### src/rtl/npc_pkg.sv
package npc_pkg;
  // Selection strobes passed from control to datapath
  typedef struct packed {
    logic selReg;
    logic selJump;
    logic selBranch;
    logic linkWe;
  } npcSelT;
endpackage

### src/rtl/npc_control.sv
module npc_control
  import npc_pkg::*;
(
  input  logic   zeroFlag,
  input  logic   isBeq,
  input  logic   isBne,
  input  logic   isJump,
  input  logic   isJumpReg,
  input  logic   doLink,
  output npcSelT sel,
  output logic   pcLoad
);
  logic branchTaken;

  always_comb begin
    branchTaken   = (isBeq && zeroFlag) || (isBne && !zeroFlag);
    sel.selReg    = isJumpReg;
    sel.selJump   = isJump && !isJumpReg;
    sel.selBranch = branchTaken && !isJump && !isJumpReg;
    sel.linkWe    = doLink && (isJump || isJumpReg);
    pcLoad        = sel.selReg || sel.selJump || sel.selBranch;
  end
endmodule

### src/rtl/npc_datapath.sv
module npc_datapath
  import npc_pkg::*;
#(
  parameter int ADDR_W   = 32,
  parameter int JFIELD_W = 26,
  parameter int ALIGN_W  = 2
) (
  input  logic [ADDR_W-1:0]   pc,
  input  logic [ADDR_W-1:0]   brOffset,
  input  logic [JFIELD_W-1:0] jumpField,
  input  logic [ADDR_W-1:0]   regValue,
  input  npcSelT              sel,
  output logic [ADDR_W-1:0]   nextPc,
  output logic [ADDR_W-1:0]   linkAddr
);
  localparam int REGION_W = ADDR_W - JFIELD_W - ALIGN_W;
  localparam logic [ADDR_W-1:0] STEP = ADDR_W'(1 << ALIGN_W);

  logic [ADDR_W-1:0] seqPc;
  logic [ADDR_W-1:0] branchPc;
  logic [ADDR_W-1:0] jumpPc;

  assign seqPc    = pc + STEP;
  assign branchPc = seqPc + (brOffset << ALIGN_W);

  generate
    if (REGION_W > 0) begin : g_region
      assign jumpPc = {pc[ADDR_W-1 -: REGION_W], jumpField, {ALIGN_W{1'b0}}};
    end else begin : g_flat
      assign jumpPc = ADDR_W'({jumpField, {ALIGN_W{1'b0}}});
    end
  endgenerate

  always_comb begin
    if (sel.selReg)         nextPc = regValue;
    else if (sel.selJump)   nextPc = jumpPc;
    else if (sel.selBranch) nextPc = branchPc;
    else                    nextPc = seqPc;
  end

  assign linkAddr = seqPc;
endmodule

### src/rtl/npc_unit.sv
module npc_unit
  import npc_pkg::*;
(
  input  logic [31:0] pc,
  input  logic [31:0] brOffset,
  input  logic [25:0] jumpField,
  input  logic [31:0] regValue,
  input  logic        zeroFlag,
  input  logic        isBeq,
  input  logic        isBne,
  input  logic        isJump,
  input  logic        isJumpReg,
  input  logic        doLink,
  output logic [31:0] nextPc,
  output logic        pcLoad,
  output logic [31:0] linkAddr,
  output logic        linkWe
);
  npcSelT sel;

  npc_control u_ctrl (
    .zeroFlag(zeroFlag), .isBeq(isBeq), .isBne(isBne), .isJump(isJump),
    .isJumpReg(isJumpReg), .doLink(doLink), .sel(sel), .pcLoad(pcLoad)
  );

  npc_datapath #(.ADDR_W(32), .JFIELD_W(26), .ALIGN_W(2)) u_dp (
    .pc(pc), .brOffset(brOffset), .jumpField(jumpField), .regValue(regValue),
    .sel(sel), .nextPc(nextPc), .linkAddr(linkAddr)
  );

  assign linkWe = sel.linkWe;
endmodule

### config.mk
export PLATFORM = sky130hd
export DESIGN_NAME = npc_unit
export DESIGN_NICKNAME = d
export VERILOG_FILES = /design/src/rtl/npc_pkg.sv /design/src/rtl/npc_control.sv /design/src/rtl/npc_datapath.sv /design/src/rtl/npc_unit.sv
export SDC_FILE = /design/constraint.sdc
export NUM_CORES = 1
export LEC_CHECK = 0
export ABC_CLOCK_PERIOD_IN_PS = 7300
export BUFFER_PORTS_ARGS = -buffer_cell sky130_fd_sc_hd__buf_2
export CAP_MARGIN = 20
export CORE_MARGIN = 2
export CORE_UTILIZATION = 46
export DETAILED_ROUTE_END_ITERATION = 6
export PLACE_DENSITY = 0.85
export SLEW_MARGIN = 20
export SYNTH_ARGS = -nofsm -noshare
export SYNTH_HDL_FRONTEND = slang
export SYNTH_HIERARCHICAL = 1
export SYNTH_SLANG_ARGS = --single-unit
### constraint.sdc
create_clock -name vclk -period 7.3
set_clock_uncertainty 0.15 [all_clocks]
set_input_delay 1.46 -clock vclk [all_inputs]
set_output_delay 1.46 -clock vclk [all_outputs]
set_load 0.005 [all_outputs]
# --- Word-level counts from Yosys, hierarchy flattened ---
# Index checks and enable logic that the tools add are counted.
op_classes:
  n_addsub: 2
  muxes: 3
  reduce_logical: 13
ops:
  columns: ["operator", "n"]
  rows:
  - ["two-way mux 32 bit", 3]
  - ["adder 32 x 3 -> 32 bit, second input constant", 1]
  - ["adder 32 bit", 1]
  - ["logical AND 1 bit", 6]
  - ["logical OR 1 bit", 4]
  - ["logical NOT 1 bit", 3]
word_totals:
  ff_bits: 0
  in_bits: 128

# --- Logic depth before layout (Yosys ltp) ---
depth:
  ltp_word: 8
  mapped_depth: 16
  depth_no_buf: 15

# --- Hierarchy ---
# Netlist, hierarchy kept.
modules_own_cells:
  columns: ["module", "n_inst", "cells_per_inst", "area_each_um2"]
  rows:
  - ["npc_datapath", 1, 458, 3066.7]
  - ["npc_control", 1, 7, 47.5]

# --- Worst setup path before layout ---
# OpenSTA, ideal clock, no wires.
synth_timing:
  path_type: "input port to output port"
  startpoint: "in pc[2]"
  endpoint: "out nextPc[27]"
  arrival_time_ns: 4.587
  slack_ns: 1.103
  cell_stages: 16
  n_path_buf: 1
  cell_sequence: "ha_1 -> nand4_1 -> nor2_1 -> nand4_1 -> xnor2_1 -> ha_1 -> clkbuf_1 -> a21o_1 -> o21ba_1 -> o21ai_1 -> a221o_1 -> a41o_1 -> a211oi_2 -> xor2_1 -> and3_1 -> o31ai_1"
synth_via:
  elab_chain_len: 5
synth_lines:
  columns: ["item", "line_no", "rtl"]
  rows:
  - ["start: declaration", "npc_unit.sv:4", "input logic [31:0] pc,"]
  - ["adder 32 x 3 -> 32 bit", "npc_datapath.sv:23", "assign seqPc = pc + STEP;"]
  - ["via linkAddr[18]", "npc_unit.sv:16", "output logic [31:0] linkAddr,"]
  - ["adder 32 bit", "npc_datapath.sv:24", "assign branchPc = seqPc + (brOffset << ALIGN_W);"]
  - ["two-way mux 32 bit", "npc_datapath.sv:37", "else if (sel.selBranch) nextPc = branchPc;"]
  - ["two-way mux 32 bit", "npc_datapath.sv:36", "else if (sel.selJump) nextPc = jumpPc;"]
  - ["two-way mux 32 bit", "npc_datapath.sv:35", "if (sel.selReg) nextPc = regValue;"]
  - ["end: declaration", "npc_unit.sv:14", "output logic [31:0] nextPc,"]
# The timed path passes the listed nets, and every way through them passes these cells.

# --- Final worst setup path ---
layout_timing:
  startpoint: "in pc[2]"
  endpoint: "out nextPc[29]"
layout_via:
  elab_chain_len: 5
layout_lines:
  columns: ["item", "line_no"]
  rows:
  - ["adder 32 x 3 -> 32 bit *", "npc_datapath.sv:23"]
  - ["adder 32 bit", "npc_datapath.sv:24"]
  - ["two-way mux 32 bit *", "npc_datapath.sv:37"]
  - ["two-way mux 32 bit *", "npc_datapath.sv:36"]
  - ["two-way mux 32 bit *", "npc_datapath.sv:35"]
# Every way passes the cells marked *; elsewhere a longest branch is shown, timed or not.

==> run metrics <==
outcome finished clean; minimum clock period 6.847 ns; placed cell count 712; PortBufs 192; Slew Limit Fails 0; antenna-violating nets left 0; crit start category primary input; Net Count, Synth between 600 and 700; Syn-to-layout area delta 31.46%; largest net degree at the start of global routing 54; overall global routing resource usage 29.01%; Seq Cell Count 0; setup violators final 0; worst relative slew slack 29.83%; NetSw 164.2 uW; Syn. warnings 6; post-synth top area share 14.46%; vias per inst slightly below 6; initial core utilization 48.22%; Reg area 0 um^2; Die H between 80 and 90 um; Worst path slowest cell nor2_1; area leader, netlist ha_1; CTS Hold Bufs 0; GP Congestion ~0.95; CP Buf/Inv Count 2; sw frac between 50 and 60%; Worst Path Arrival 5.24 ns; post-synthesis cell type count between 60 and 70; first-pass GRT wire length 18110 um; synth top area cells ha_1, xnor2_1, nand2_1; Logic pwr share 100.0%; Fillers between 600 and 700; drt drc 0; clock buffer count 0; Final Instance Area 4094 um^2; Net count, final between 800 and 900; TNS Setup 0 ns; Iter 0 DRT Violations 257; Setup Crit Path Kind primary input to output pin; crit-path leading delay family compound AO/OA/AOI/OAI gates; Clock power frac 0%; Final period util roughly 94%; most common cell after layout, fill and taps aside buf_2; core area 6459 um^2; Final Non-Filler Cells 712; worst hold stages 2; sequential share of power 0%; MaxCap Viol Count 0; Overflow after GRT 0; post-layout util 63.39%; final WL 11430 um; cts repair resizes 0; vias 4232; CP Cell Sequence buf_2 > ha_1 > nand4_1 > nor2_1 > and3_1 > xor2_1 > ha_1 > a21o_1 > a21oi_1 > o21ai_1 > a221o_1 > a41o_1 > a21o_1 > o21a_1 > xnor2_1 > o221ai_1 > buf_2; vias in the first global route 3965; Hold/Removal Path Class primary input to output pin; Fin. Hold Viols 0; Post-Syn Area between 3000 and 4000 um^2; router iterations before antenna repair 5; Critical Path Stages 17; placed cell area 4094 um^2; CP startpoint pc[2]; Pint about 140 uW; CP endpoint kind output pin; hold_sp pc[0]; CP peak stage delay 0.40 ns; P_leak 0.002108 uW; FMAX approximately 150 MHz; Min Hold Slack ~3.0 ns; most frequent cells in the layout buf_2, nand2_1, ha_1; chip width 86.28 um; IO Pins 194; Peak VDD IR 44.03 uV; Cells after Synth 465; Least-Margin Pin Slew 1.050 ns; Req. time, crit path 5.69 ns; std cell rows 29; initial antenna violation count 0; die area approximately 7400 um^2; Ant. Diodes 0; layout cell share with drive strength beyond 1 33.39%; Seq/Total Area, Yosys 0%; RSZ-0062 raised after global routing false; crit-path max FO 8; # Post-CTS Setup Buffers 0; P per Cell Area 74.11 nW/um^2; DR WL/cell 16.05 um; post-DP HPWL 9515 um; Mean Syn Cell Area 6.697 um^2
power groups by stage:
stage                     combinational (uW)  clock (uW)  sequential, uW
after global routing                     335           0               0
after CTS                                300           0               0
after detailed placement                 298           0               0
after global placement                   292           0               0
final                                    303           0               0
after floorplan                          193           0               0
worst paths after layout:
path          end  slack [ns]
min   linkAddr[0]        2.98
max    nextPc[29]        0.45
per-layer routing:
layer	GRT usage (%)	up-vias	share of wire, %	wire (um)
met2	52.78	241	49	5576
met4	5.398	0	1.8	211
li1	-	2076	-	-
met1	38.01	1894	41	4735
met5	0	-	0	0
met3	1.714	21	7.9	908
final cells by class:
| class | instances | area [um^2] | area share [%] |
|---|---|---|---|
| multi-input combinational | 431 | 2973 | 72.62 |
| timing repair buffer | 197 | 998.5 | 24.39 |
| tap | 77 | 96.34 | 2.353 |
| inverter | 7 | 26.28 | 0.6418 |
per-stage QoR:
| step | setup slack, ns | power (uW) |
|---|---|---|
| after floorplan | 1.103 | 192.6 |
| after global placement | 0.5513 | 292.1 |
| after detailed placement | 0.4566 | 298.0 |
| after CTS | 0.4415 | 300.1 |
| after global routing | 0.2358 | 334.7 |
| final | 0.4533 | 303.4 |
Yosys cell counts (7+ instances only):
cell and number:
a21o_1 24, a21oi_1 35, a31oi_1 7, and3_1 15, clkbuf_1 20, ha_1 36
inv_1 7, mux2i_1 14, nand2_1 52, nand3_1 21, nand4_1 13, nor2_1 32
nor3_1 7, o21ai_0 30, o22ai_1 10, xnor2_1 35, xor2_1 18
cell families after synthesis:
family | count (synthesis) | synth area share [%]
XOR/XNOR | 53 | 14.91
multiplexers | 15 | 4.861
AO/OA/AOI/OAI | 155 | 32.86
AND/OR/NAND/NOR | 171 | 27.52
adder cells (fa/ha/maj) | 37 | 15.11
buffers and inverters | 34 | 4.741
Note: power is estimated with default switching activity, not from simulation.
